===== config.mk =====
export PLATFORM = sky130hd
export DESIGN_NAME = rf_burst_engine
export DESIGN_NICKNAME = d
export VERILOG_FILES = /design/src/rtl/rbe_pkg.sv /design/src/rtl/rbe_len_resolve.sv /design/src/rtl/rbe_const_table.sv /design/src/rtl/rbe_seq.sv /design/src/rtl/rf_burst_engine.sv
export SDC_FILE = /design/constraint.sdc
export NUM_CORES = 1
export LEC_CHECK = 0
export ABC_CLOCK_PERIOD_IN_PS = 3300
export BUFFER_PORTS_ARGS = -buffer_cell sky130_fd_sc_hd__buf_2
export CORE_MARGIN = 3
export CORE_UTILIZATION = 46
export CTS_CLUSTER_SIZE = 25
export DETAILED_ROUTE_END_ITERATION = 10
export GPL_TIMING_DRIVEN = 0
export PLACE_DENSITY_LB_ADDON = 0.3
export SETUP_SLACK_MARGIN = 0.2
export SLEW_MARGIN = 0
export SYNTH_ARGS = -nofsm -noshare
export SYNTH_HDL_FRONTEND = slang
export SYNTH_SLANG_ARGS = --single-unit

===== constraint.sdc =====
create_clock -name clk -period 3.3 [get_ports clk]
set_clock_uncertainty 0.2 [all_clocks]
set_input_delay 0.495 -clock clk [delete_from_list [all_inputs] [get_ports clk]]
set_output_delay 0.495 -clock clk [all_outputs]
set_load 0.1 [all_outputs]

===== src/rtl/rbe_pkg.sv =====
// Shared types for the register-file burst mover.
// Assumes the encoding of cmd_op given in the block brief.
package rbe_pkg;
    typedef enum logic [1:0] {
        OP_LOAD  = 2'd0,
        OP_STORE = 2'd1,
        OP_CLEAR = 2'd2,
        OP_FILL  = 2'd3
    } rbe_op_e;
endpackage


===== src/rtl/rbe_len_resolve.sv =====
// Picks the burst length from the immediate or from a lane of register 0
// and flags lengths that are zero or above MAX_LEN.
// Assumes lane k of register 0 occupies bits 8k+7:8k.
module rbe_len_resolve #(
    parameter int LEN_W   = 8,
    parameter int LANES   = 4,
    parameter int MAX_LEN = 124,
    localparam int LANE_W = $clog2(LANES)
) (
    input  logic                    from_reg,
    input  logic [LANE_W-1:0]       lane,
    input  logic [LEN_W-1:0]        imm,
    input  logic [LANES*LEN_W-1:0]  r0,
    output logic [LEN_W-1:0]        len,
    output logic                    bad
);
    logic [LEN_W-1:0] lane_val [LANES];

    // Slice register 0 into its byte lanes.
    for (genvar k = 0; k < LANES; k++) begin : g_lane
        assign lane_val[k] = r0[k*LEN_W +: LEN_W];
    end

    // Choose the source and judge legality.
    always_comb begin
        len = from_reg ? lane_val[lane] : imm;
        bad = (len == '0) || (len > LEN_W'(MAX_LEN));
    end
endmodule


===== src/rtl/rbe_const_table.sv =====
// Read-only table of constant base pointers, computed from parameters:
// entry n holds ORIGIN + n*STRIDE. No storage, pure selection.
module rbe_const_table #(
    parameter int          ENTRIES = 32,
    parameter int          ADDR_W  = 32,
    parameter logic [31:0] ORIGIN  = 32'h0000_0100,
    parameter logic [31:0] STRIDE  = 32'h0000_0040,
    localparam int         IDX_W   = $clog2(ENTRIES)
) (
    input  logic [IDX_W-1:0]  idx,
    output logic [ADDR_W-1:0] base
);
    logic [ADDR_W-1:0] entry [ENTRIES];

    // Build each entry from the origin and stride.
    for (genvar n = 0; n < ENTRIES; n++) begin : g_ent
        assign entry[n] = ADDR_W'(ORIGIN + STRIDE * n);
    end

    // Select the requested entry.
    assign base = entry[idx];
endmodule


===== src/rtl/rbe_seq.sv =====
// Burst sequencer: latches an accepted command, walks the register byte
// pointer (wrapping modulo the register space) and the memory pointer,
// counts the remaining bytes and produces the done/err pulses.
// Assumes the caller only raises start_ok or start_bad while run is low.
module rbe_seq
    import rbe_pkg::*;
#(
    parameter int RF_AW  = 7,
    parameter int ADDR_W = 32,
    parameter int CNT_W  = 7
) (
    input  logic              clk,
    input  logic              rst_n,
    input  logic              start_ok,
    input  logic              start_bad,
    input  rbe_op_e           op_in,
    input  logic [RF_AW-1:0]  rf_start,
    input  logic [ADDR_W-1:0] mem_start,
    input  logic [CNT_W-1:0]  len,
    input  logic              mem_ready,
    output logic              run,
    output rbe_op_e           op_q,
    output logic [RF_AW-1:0]  rf_ptr,
    output logic [ADDR_W-1:0] mem_ptr,
    output logic              step,
    output logic              done,
    output logic              err
);
    logic [CNT_W-1:0] remain;

    // A byte moves when running and either no memory is involved or it is ready.
    always_comb begin
        step = run && ((op_q == OP_CLEAR) || (op_q == OP_FILL) || mem_ready);
    end

    // Command capture, pointer advance and completion pulses.
    always_ff @(posedge clk) begin
        if (!rst_n) begin
            run     <= 1'b0;
            op_q    <= OP_LOAD;
            rf_ptr  <= '0;
            mem_ptr <= '0;
            remain  <= '0;
            done    <= 1'b0;
            err     <= 1'b0;
        end else begin
            done <= 1'b0;
            err  <= 1'b0;
            if (start_bad) begin
                done <= 1'b1;
                err  <= 1'b1;
            end else if (start_ok) begin
                run     <= 1'b1;
                op_q    <= op_in;
                rf_ptr  <= rf_start;
                mem_ptr <= mem_start;
                remain  <= len;
            end else if (step) begin
                rf_ptr  <= rf_ptr + 1'b1;
                mem_ptr <= mem_ptr + 1'b1;
                remain  <= remain - 1'b1;
                if (remain == CNT_W'(1)) begin
                    run  <= 1'b0;
                    done <= 1'b1;
                end
            end
        end
    end
endmodule


===== src/rtl/rf_burst_engine.sv =====
// Top of the register-file burst mover. Resolves the length and the base,
// hands legal commands to the sequencer and steers the byte datapath
// between the register-file port and the memory port.
// Assumes rf_rdata and mem_rdata are combinational reads of the addresses
// driven this cycle, and that writes land at the clock edge.
module rf_burst_engine
    import rbe_pkg::*;
#(
    parameter int          RF_WORDS   = 32,
    parameter int          WORD_BYTES = 4,
    parameter int          ADDR_W     = 32,
    parameter int          MAX_LEN    = 124,
    parameter int          CT_ENTRIES = 32,
    parameter logic [31:0] CT_ORIGIN  = 32'h0000_0100,
    parameter logic [31:0] CT_STRIDE  = 32'h0000_0040,
    localparam int         RF_BYTES   = RF_WORDS * WORD_BYTES,
    localparam int         RF_AW      = $clog2(RF_BYTES),
    localparam int         LANE_W     = $clog2(WORD_BYTES),
    localparam int         CT_W       = $clog2(CT_ENTRIES),
    localparam int         CNT_W      = $clog2(MAX_LEN + 1)
) (
    input  logic                      clk,
    input  logic                      rst_n,
    input  logic                      cmd_valid,
    input  logic [1:0]                cmd_op,
    input  logic                      cmd_len_sel_reg,
    input  logic [LANE_W-1:0]         cmd_len_lane,
    input  logic [7:0]                cmd_len_imm,
    input  logic [RF_AW-1:0]          cmd_rf_start,
    input  logic                      cmd_base_is_ct,
    input  logic [CT_W-1:0]           cmd_ct_index,
    input  logic [ADDR_W-1:0]         cmd_base,
    input  logic [7:0]                cmd_offset,
    input  logic [WORD_BYTES*8-1:0]   r0_value,
    output logic                      busy,
    output logic                      done,
    output logic                      err,
    output logic [RF_AW-1:0]          rf_addr,
    output logic                      rf_we,
    output logic [7:0]                rf_wdata,
    input  logic [7:0]                rf_rdata,
    output logic                      mem_req,
    output logic                      mem_we,
    output logic [ADDR_W-1:0]         mem_addr,
    output logic [7:0]                mem_wdata,
    input  logic [7:0]                mem_rdata,
    input  logic                      mem_ready
);
    logic [7:0]        len_full;
    logic              len_bad;
    logic [ADDR_W-1:0] ct_base;
    logic [ADDR_W-1:0] mem_start;
    logic              accept;
    logic              run;
    logic              step;
    rbe_op_e           op_q;
    logic [RF_AW-1:0]  rf_ptr;
    logic [ADDR_W-1:0] mem_ptr;

    rbe_len_resolve #(
        .LEN_W   (8),
        .LANES   (WORD_BYTES),
        .MAX_LEN (MAX_LEN)
    ) u_len (
        .from_reg (cmd_len_sel_reg),
        .lane     (cmd_len_lane),
        .imm      (cmd_len_imm),
        .r0       (r0_value),
        .len      (len_full),
        .bad      (len_bad)
    );

    rbe_const_table #(
        .ENTRIES (CT_ENTRIES),
        .ADDR_W  (ADDR_W),
        .ORIGIN  (CT_ORIGIN),
        .STRIDE  (CT_STRIDE)
    ) u_ct (
        .idx  (cmd_ct_index),
        .base (ct_base)
    );

    // Accept only when idle; form the first memory address.
    always_comb begin
        accept    = cmd_valid && !run;
        mem_start = (cmd_base_is_ct ? ct_base : cmd_base) + ADDR_W'(cmd_offset);
    end

    rbe_seq #(
        .RF_AW  (RF_AW),
        .ADDR_W (ADDR_W),
        .CNT_W  (CNT_W)
    ) u_seq (
        .clk       (clk),
        .rst_n     (rst_n),
        .start_ok  (accept && !len_bad),
        .start_bad (accept && len_bad),
        .op_in     (rbe_op_e'(cmd_op)),
        .rf_start  (cmd_rf_start),
        .mem_start (mem_start),
        .len       (len_full[CNT_W-1:0]),
        .mem_ready (mem_ready),
        .run       (run),
        .op_q      (op_q),
        .rf_ptr    (rf_ptr),
        .mem_ptr   (mem_ptr),
        .step      (step),
        .done      (done),
        .err       (err)
    );

    // Steer bytes between the two ports according to the latched operation.
    always_comb begin
        busy      = run;
        rf_addr   = rf_ptr;
        mem_addr  = mem_ptr;
        mem_req   = run && ((op_q == OP_LOAD) || (op_q == OP_STORE));
        mem_we    = (op_q == OP_STORE);
        mem_wdata = rf_rdata;
        rf_we     = step && (op_q != OP_STORE);
        unique case (op_q)
            OP_LOAD:  rf_wdata = mem_rdata;
            OP_FILL:  rf_wdata = 8'hFF;
            default:  rf_wdata = 8'h00;
        endcase
    end
endmodule


After elaboration in Yosys (flattened, before gate mapping):

Memory sizes are Yosys's and may differ from the RTL's.
Cells that the tools add are included.

* flip-flop bits (word level): 51
* memory bits (read-only): 1024
* input port bits: 118
* output and inout bits: 61
* memories: 1

* add/sub/neg operators: 4
* order comparisons: 3
* equal/unequal tests: 5
* multiplexer cells: 22
* bitwise operators: 3
* reductions and logical operators: 19

Memories
* (name not given): depth 32, bits a word 32, read ports 1, clocked after memory_dff 0, wr ports 0, RTL line rbe_const_table.sv:21 `assign base = entry[idx];`

Operator list (count)
* 32-bit two-way mux: 5
* 32-bit by 1-bit adder with 32-bit output, second input constant: 1
* 32-bit by 8-bit adder with 32-bit output: 1
* 7-bit two-way mux: 4
* 8-bit two-way mux: 3
* 8-bit binary-select mux with 2-bit select: 1
* 8-bit one-hot mux with 2 select lines: 1
* 8-bit by 7-bit greater-than comparator with 1-bit output, second input constant: 1
* 8-bit logical NOT: 1
* 1-bit two-way mux: 8
* 7-bit by 1-bit adder with 7-bit output, second input constant: 1
* 7-bit by 1-bit equality test with 1-bit output, second input constant: 1
* 7-bit by 1-bit subtractor with 7-bit output, second input constant: 1
* 6-bit >= comparator, second input constant: 1
* 1-bit logical AND: 6
* 5-bit inverter with 6-bit output: 1
* 2-bit equality test, second input constant: 2
* 1-bit logical OR: 4
* 2-bit AND reduction: 2
* 2-bit nonzero test: 2
* 3-bit >= comparator, second input constant: 1
* 2-bit inverter with 3-bit output: 1
* 3-bit AND reduction: 1
* 2-bit by 1-bit equality test with 1-bit output, second input constant: 1
* 4 further kinds: 5

Longest topological paths before layout:

Gate-level depths: netlist (run 1).

* word-level depth: 11
* depth in mapped cells: 11

By module:

From an unflattened synthesis (run 1), not the netlist that was laid out.

* cells, all modules: 713
* area total of the unflattened synthesis: 5510.3 um^2

Modules (own cells, without submodules)
* rbe_seq: times used 1, cells an instance 402, area an instance 3088.0 um^2, seq. area each 1021.0 um^2
* rf_burst_engine: times used 1, cells an instance 226, area an instance 1734.2 um^2, seq. area each 0.0 um^2
* rbe_len_resolve: times used 1, cells an instance 49, area an instance 420.4 um^2, seq. area each 0.0 um^2
* rbe_const_table: times used 1, cells an instance 36, area an instance 267.8 um^2, seq. area each 0.0 um^2

Least setup slack after synthesis (run 1):

OpenSTA, ideal clock, no wires.

* path kind: reg-to-output
* from: register u_seq.run
* to: output rf_we
* arrival time: 2.718 ns
* slack: -0.113 ns
* cell stages (with the launch flop): 3
* cell sequence: dfxtp_1 -> o31ai_1 -> nor2_1

* word-level cells in the longest chain between the ends: 2

Ends and longest elaborated chain
* start, declared: RTL line rbe_seq.sv:21 `output logic run,`
* start signal, assigned: RTL line rbe_seq.sv:39 `run <= 1'b0;`
* start signal, assigned: RTL line rbe_seq.sv:53 `run <= 1'b1;`
* start signal, assigned: RTL line rbe_seq.sv:63 `run <= 1'b0;`
* 1-bit logical AND: RTL line rbe_seq.sv:33 `step = run && ((op_q == OP_CLEAR) || (op_q == OP_FILL) || mem_ready);`
* 1-bit logical AND: RTL line rf_burst_engine.sv:120 `rf_we = step && (op_q != OP_STORE);`
* end, declared: RTL line rf_burst_engine.sv:39 `output logic rf_we,`

No other way between the ends.

Worst setup path in the final report (run 1):

* from: input cmd_base_is_ct
* to: register u_seq.mem_ptr[30]

* word-level cells in the longest chain between the ends: 3

Ends and longest elaborated chain
* start, declared: RTL line rf_burst_engine.sv:30 `input logic cmd_base_is_ct,`
* 32-bit two-way mux: RTL line rf_burst_engine.sv:86 `mem_start = (cmd_base_is_ct ? ct_base : cmd_base) + ADDR_W'(cmd_offset);`
* 32-bit by 8-bit adder with 32-bit output: RTL line rf_burst_engine.sv:86
* 32-bit two-way mux: RTL line rbe_seq.sv:52 `end else if (start_ok) begin`
* end signal, assigned: RTL line rbe_seq.sv:56 `mem_ptr <= mem_start;`
* end signal, assigned: RTL line rbe_seq.sv:60 `mem_ptr <= mem_ptr + 1'b1;`
* end, declared: RTL line rbe_seq.sv:24 `output logic [ADDR_W-1:0] mem_ptr,`

No other way between the ends.
A chain may end at the register's enable or synchronous reset.

==> results of run 1 <==
==> flip-flops by register name, indices dropped and copies added (netlist names) <==
| register | cells |
|---|---|
| u_seq.mem_ptr | 32 |
| u_seq.remain | 7 |
| u_seq.rf_ptr | 7 |
| u_seq.op_q | 2 |
| u_seq.done | 1 |
| u_seq.err | 1 |
| u_seq.run | 1 |
==> repair_timing <==
action / in CTS / in global routing
pin swaps: 2 / 7
setup buffers: 2 / 6
resized for setup: 13 / 14
hold buffers: 0 / 0
endpoints found under the setup margin: 18 / 19
==> routing by layer <==
metal	global-route usage, %	up-vias
li1	-	2524
met1	31.1	2468
met2	46.8	232
met3	5.12	35
met4	9.68	0
met5	0	-
==> synth_stat cells (all sizes together), types with 15 or more instances <==
master,count
xnor2,36
ha,18
a21oi,38
nand3,20
nand4,24
a211oi,40
nand2,33
nor3,36
clkbuf,15
dfxtp,51
o21ai,27
buf,27
inv,19
nor2,24
==> power by group <==
part / total (W) / internal [W] / switching, W
Clock: 0.000471 / 0.000250 / 0.000221
Sequential: 0.000739 / 0.000673 / 0.0000652
Combinational: 0.00117 / 0.000327 / 0.000844
==> worst min-delay path, stage by stage <==
cell and delay (ns):
buf_2 0.10, nand3_1 0.05, a21oi_1 0.05
==> through the flow <==
stage	setup TNS (ns)	total power (W)
detailed placement	-5.21	0.00189
CTS	0	0.00237
global route	0	0.00248
floorplan	0	0.00163
finish	0	0.00238
global placement	-4.28	0.00187
==> final timing paths <==
kind	from	end	slack (ns)	cells after the start
setup reg to reg	u_seq.op_q[0]$_SDFFE_PN0P_	u_seq.mem_ptr[27]$_SDFFE_PN0P_	0.44	8
setup / recovery	cmd_base_is_ct	u_seq.mem_ptr[30]$_SDFFE_PN0P_	0.24	11
hold reg to reg	u_seq.rf_ptr[6]$_SDFFE_PN0P_	u_seq.rf_ptr[6]$_SDFFE_PN0P_	0.31	2
hold / removal	cmd_op[0]	u_seq.op_q[0]$_SDFFE_PN0P_	0.23	3
==> cell families after synthesis <==
logic type / after synthesis / synth area share (%)
AO/OA/AOI/OAI: 171 / 26.9
XOR/XNOR: 48 / 8.99
adder cells (fa/ha/maj): 19 / 5.24
buffers and inverters: 62 / 7.41
flip-flops: 51 / 21.8
multiplexers: 19 / 6.05
AND/OR/NAND/NOR: 200 / 23.6
==> area by class of cell <==
cell class	instances	area (µm²)
Fill cell	915	3820
Tap cell	133	166
Inverter	20	75.1
Multi-Input combinational cell	457	3420
Clock inverter	2	38.8
Timing Repair Buffer	176	901
Clock buffer	6	82.6
Sequential cell	51	1020
Buffer	42	293
==> results.json, run 1 <==
{
  "status": "finished, final reports clean",
  "io_buffers": 168,
  "cp_common_cell": "buf_8",
  "drive_above_1_share_pct": 34.9,
  "worstPathCellList": "buf_2 -> buf_8 -> buf_8 -> mux2_2 -> ha_4 -> o21ai_1 -> a21oi_2 -> nand4b_4 -> or4_4 -> a21o_1 -> a211oi_1",
  "worstMarginPinSlew_ns": 0.927,
  "coreArea_um2": 9820,
  "drc": 0,
  "syn_area_um2": 4680,
  "antenna_cells": 0,
  "routed_via_density": 5.93,
  "cts_buffers": 5,
  "grt_first_pass_wirelength_mm": 24.5,
  "antenna_found_initial": 0,
  "hold_class": "in2reg",
  "gp_congestion": 0.947,
  "slew-limit-headroom_pct": 37.7,
  "dr.pass1.iters": 5,
  "dieArea_um2": 11400,
  "grt-ovfl-total": 0,
  "final_common_cell": "buf_2",
  "synth.top_cell.area_share_pct": 21.8,
  "layout_common_cells": "buf_2 (177), dfxtp_1 (51), a21oi_1 (36), xnor2_1 (36), nor3_1 (35)",
  "synthCells": 570,
  "synth_top_area_cell": "dfxtp_1",
  "routedWlPerCell_um": 17.6,
  "clkTransAtPathRegs_ns": 0.10,
  "cts_max_level": 2,
  "worstPathArrival_ns": 3.09,
  "cts_tree": "built",
  "finalSetupViolations": 0,
  "clk_path_buf_depth": 2,
  "pwr_density_cell_nw_per_um2": 397,
  "crit_slowest_cell": "or4_4",
  "nNetsFinal": 890,
  "highest_layer": "met4",
  "dp_slack_ns": -0.470,
  "hold_ws_ns": 0.231,
  "place_area_um2": 5710,
  "start_kind": "input pin",
  "postLayoutCoreUtil_pct": 61.1,
  "path_buf_inv": 3,
  "ys_types": 69,
  "ant_nets": 0,
  "wl_met1_mm": 6.37,
  "cts.sinks": 51,
  "clockRootBuffer": "clkbuf_8",
  "initial_core_util_pct": 47.6,
  "fmax_mhz": 327,
  "fin_cells": 887,
  "async_reset_ff_share_pct": 0,
  "die_height_um": 107,
  "clk_latency_ns": 0.31,
  "max_stage_delay_ns": 0.56,
  "ys_ff_latch": 51,
  "rows": 36,
  "dpl.cell_count": 871,
  "crit_path_end_kind": "flop",
  "ir_drop_mv": 0.192,
  "crit_type": "in2reg",
  "hold_viol": 0,
  "wl_met3_mm": 1.16,
  "rsz0062_at_grt": "false",
  "fin_area_um2": 6000,
  "route.final.wire_length_mm": 15.6,
  "synth_ff_type": "dfxtp_1",
  "worstPathMaxFanout": 10,
  "synth.avg_cell_area_um2": 8.20,
  "fin_ws_ns": 0.245,
  "synth_edf_count": 0,
  "crit_family": "compound AO/OA/AOI/OAI gates",
  "grt_pass1_vias": 5102,
  "die_w_um": 107,
  "io_pins": 179,
  "layout_min_cycle_time_ns": 3.06,
  "drt_iter0_drc": 382,
  "maxCapViolCount": 0,
  "ys_warn_count": 0,
  "yosysSeqAreaShare_pct": 21.8,
  "grt_max_degree": 17,
  "syn_nets": 707,
  "period_share_pct": 92.6,
  "wl_met2_mm": 7.65,
  "vias": 5259,
  "grtUsageTotal_pct": 26.2,
  "synthTopCellsByArea": "dfxtp_1 (22%), xnor2_1 (6.7%), a211oi_2 (4.8%), ha_1 (4.8%), a21oi_1 (4.1%)",
  "finalMaxSlewViolations": 0,
  "required_ns": 3.34,
  "power.leakage_nw": 2.45,
  "area_delta_synth_final_pct": 28.3,
  "hpwl_mm": 12.1
}
No activity file was read; power rests on OpenSTA's default activity.
==> run 2, diff against run 1 <==
--- a/config.mk
+++ b/config.mk
@@ -13,7 +13,7 @@
 export DETAILED_ROUTE_END_ITERATION = 10
 export GPL_TIMING_DRIVEN = 0
 export PLACE_DENSITY_LB_ADDON = 0.3
-export SETUP_SLACK_MARGIN = 0.2
+export SETUP_SLACK_MARGIN = 0.4
 export SLEW_MARGIN = 0
 export SYNTH_ARGS = -nofsm -noshare
 export SYNTH_HDL_FRONTEND = slang
==> run 2 against run 1 <==
Compared with the run above: highest routed layer unchanged; count of clock-buffer cells in the layout unchanged; core utilization rose by 1.3 points; largest power group unchanged; maximum frequency is 6.6% higher; sequential power barely moved; final area rose by 2.1%; critical path type unchanged.
==> results.json, run 2 (synthesis gave the netlist of run 1 again) <==
{
  "fill_cells": 918,
  "cts_buffers": 5,
  "worstPathMaxFanout": 5,
  "die_height_um": 107,
  "crit_slowest_cell": "or4_1",
  "hold_buffers": 0,
  "crit_path_end_kind": "flop",
  "drc": 0,
  "hpwl_mm": 12.1,
  "fmax_mhz": 349,
  "max_stage_delay_ns": 0.56,
  "worstMarginPinSlew_ns": 1.01,
  "grtUsageTotal_pct": 26.1,
  "area_delta_synth_final_pct": 31.0,
  "coreArea_um2": 9820,
  "antenna_found_initial": 0,
  "grt_first_pass_wirelength_mm": 24.3,
  "clkTransAtPathRegs_ns": 0.09,
  "status": "finished, final reports clean",
  "gp_congestion": 0.951,
  "cts_tree": "built",
  "top_register": "u_seq.mem_ptr",
  "layout_min_cycle_time_ns": 2.87,
  "dr.pass1.iters": 5,
  "grt_max_degree": 16,
  "reg_top3": "u_seq.mem_ptr (32), u_seq.remain (7), u_seq.rf_ptr (7)",
  "grt_pass1_vias": 5071,
  "path_buf_inv": 3,
  "routedWlPerCell_um": 17.7,
  "ant_nets": 0,
  "period_share_pct": 86.9,
  "pwr_density_cell_nw_per_um2": 392,
  "finalSetupViolations": 0,
  "fin_area_um2": 6130,
  "r2r_cells": 7,
  "largest_reg_flops": 32,
  "rsz0062_at_grt": "true",
  "route.final.wire_length_mm": 15.8,
  "grt-ovfl-total": 0,
  "clockRootBuffer": "clkbuf_8",
  "drt_iter0_drc": 346,
  "vias": 5307,
  "whs_path_depth": 3,
  "rows": 36,
  "power.leakage_nw": 2.50,
  "slew-limit-headroom_pct": 32.4,
  "clk_latency_ns": 0.31,
  "worstPathCellList": "buf_4 -> buf_8 -> clkbuf_16 -> mux2_4 -> ha_4 -> o21ai_4 -> a21oi_4 -> nand4b_4 -> or4_1 -> a21o_1 -> a211oi_2",
  "hold_viol": 0,
  "layout_common_cells": "buf_2 (177), dfxtp_1 (42), a21oi_1 (36), xnor2_1 (36), nor3_1 (35)",
  "cts_max_level": 2,
  "dieArea_um2": 11400,
  "start_kind": "input pin",
  "finalMaxSlewViolations": 0,
  "nNetsFinal": 893,
  "maxCapViolCount": 0,
  "worstPathArrival_ns": 2.90,
  "place_area_um2": 5780,
  "dp_slack_ns": -0.231,
  "clk_path_buf_depth": 2,
  "die_w_um": 107,
  "hold_class": "in2reg",
  "final_common_cell": "buf_2",
  "required_ns": 3.33,
  "crit_family": "simple AND/OR/NAND/NOR gates",
  "ir_drop_mv": 0.218,
  "drive_above_1_share_pct": 37.3,
  "fin_ws_ns": 0.433,
  "initial_core_util_pct": 47.6,
  "cts.sinks": 51,
  "path_depth": 11,
  "antenna_cells": 0,
  "postLayoutCoreUtil_pct": 62.4,
  "crit_type": "in2reg",
  "io_pins": 179,
  "routed_via_density": 5.96,
  "io_buffers": 168
}
-- run 2: changes by cell type in the layout (fill, tap and decap cells not counted), moves of 2 or more --
cell	change
buf_4	+3
dfxtp_1	-9
dfxtp_2	+9
ha_1	-2
mux2_2	-2
mux2_4	+2
o21ai_4	+2
-- run 2: worst register-to-register path, cell delays in order (launching register included) --
cell and delay (ns):
dfxtp_2 0.33, clkbuf_1 0.27, nand2_1 0.09, nor3_1 0.78, nand3_1 0.31, or3_1 0.40
o211a_1 0.13, a211oi_2 0.19
-- run 2: where the power goes --
| group | internal [W] | switching, W | leakage, nW |
|---|---|---|---|
| registers | 0.000676 | 0.0000659 | 0.422 |
| logic | 0.000345 | 0.000854 | 2.01 |
| clock network | 0.000246 | 0.000218 | 0.0612 |
| total | 0.00127 | 0.00114 | 2.50 |
-- run 2: per-stage QoR --
step / hold WS [ns] / cells / setup TNS, ns / power, W
floorplan: 0.287 / 570 / 0 / 0.00165
global placement: 0.286 / 871 / -1.54 / 0.00188
detailed placement: 0.293 / 871 / -1.68 / 0.00190
CTS: 0.234 / 885 / 0 / 0.00237
global route: 0.252 / 890 / 0 / 0.00250
finish: 0.237 / 890 / 0 / 0.00240
-- run 2: path summary, 6_finish.rpt --
kind                                               startpoint                             end  slack [ns]
worst max-delay path                           cmd_base_is_ct  u_seq.mem_ptr[30]$_SDFFE_PN0P_        0.43
worst min register to register   u_seq.rf_ptr[6]$_SDFFE_PN0P_    u_seq.rf_ptr[6]$_SDFFE_PN0P_        0.31
worst min-delay path                                cmd_op[0]      u_seq.op_q[0]$_SDFFE_PN0P_        0.24
worst max register to register  u_seq.mem_ptr[4]$_SDFFE_PN0P_  u_seq.mem_ptr[22]$_SDFFE_PN0P_        0.53
-- run 2: what timing repair did --
item                       CTS  global route
setup endpoints to repair   22            27
resized for setup            9            22
pin swaps                    9            12
hold endpoints to repair     0             0
buffers inserted             6             4
cloned                       0             1
-- run 2: cell type report --
class	instances	area [µm²]	area share, %
clock buffer	6	82.6	1.35
timing repair buffer	179	930	15.2
inverter	20	75.1	1.23
buffer	42	313	5.11
multi-input combinational	457	3490	57.0
sequential	51	1030	16.9
clock inverter	2	35.0	0.572
tap	133	166	2.72
-- run 2: layer usage --
| layer | track usage, % | wire length, µm | up-vias |
|---|---|---|---|
| li1 | - | - | 2535 |
| met5 | 0 | 0 | - |
| met2 | 46.6 | 7720 | 253 |
| met3 | 5.12 | 1390 | 40 |
| met4 | 7.40 | 410 | 0 |
| met1 | 31.8 | 6230 | 2479 |
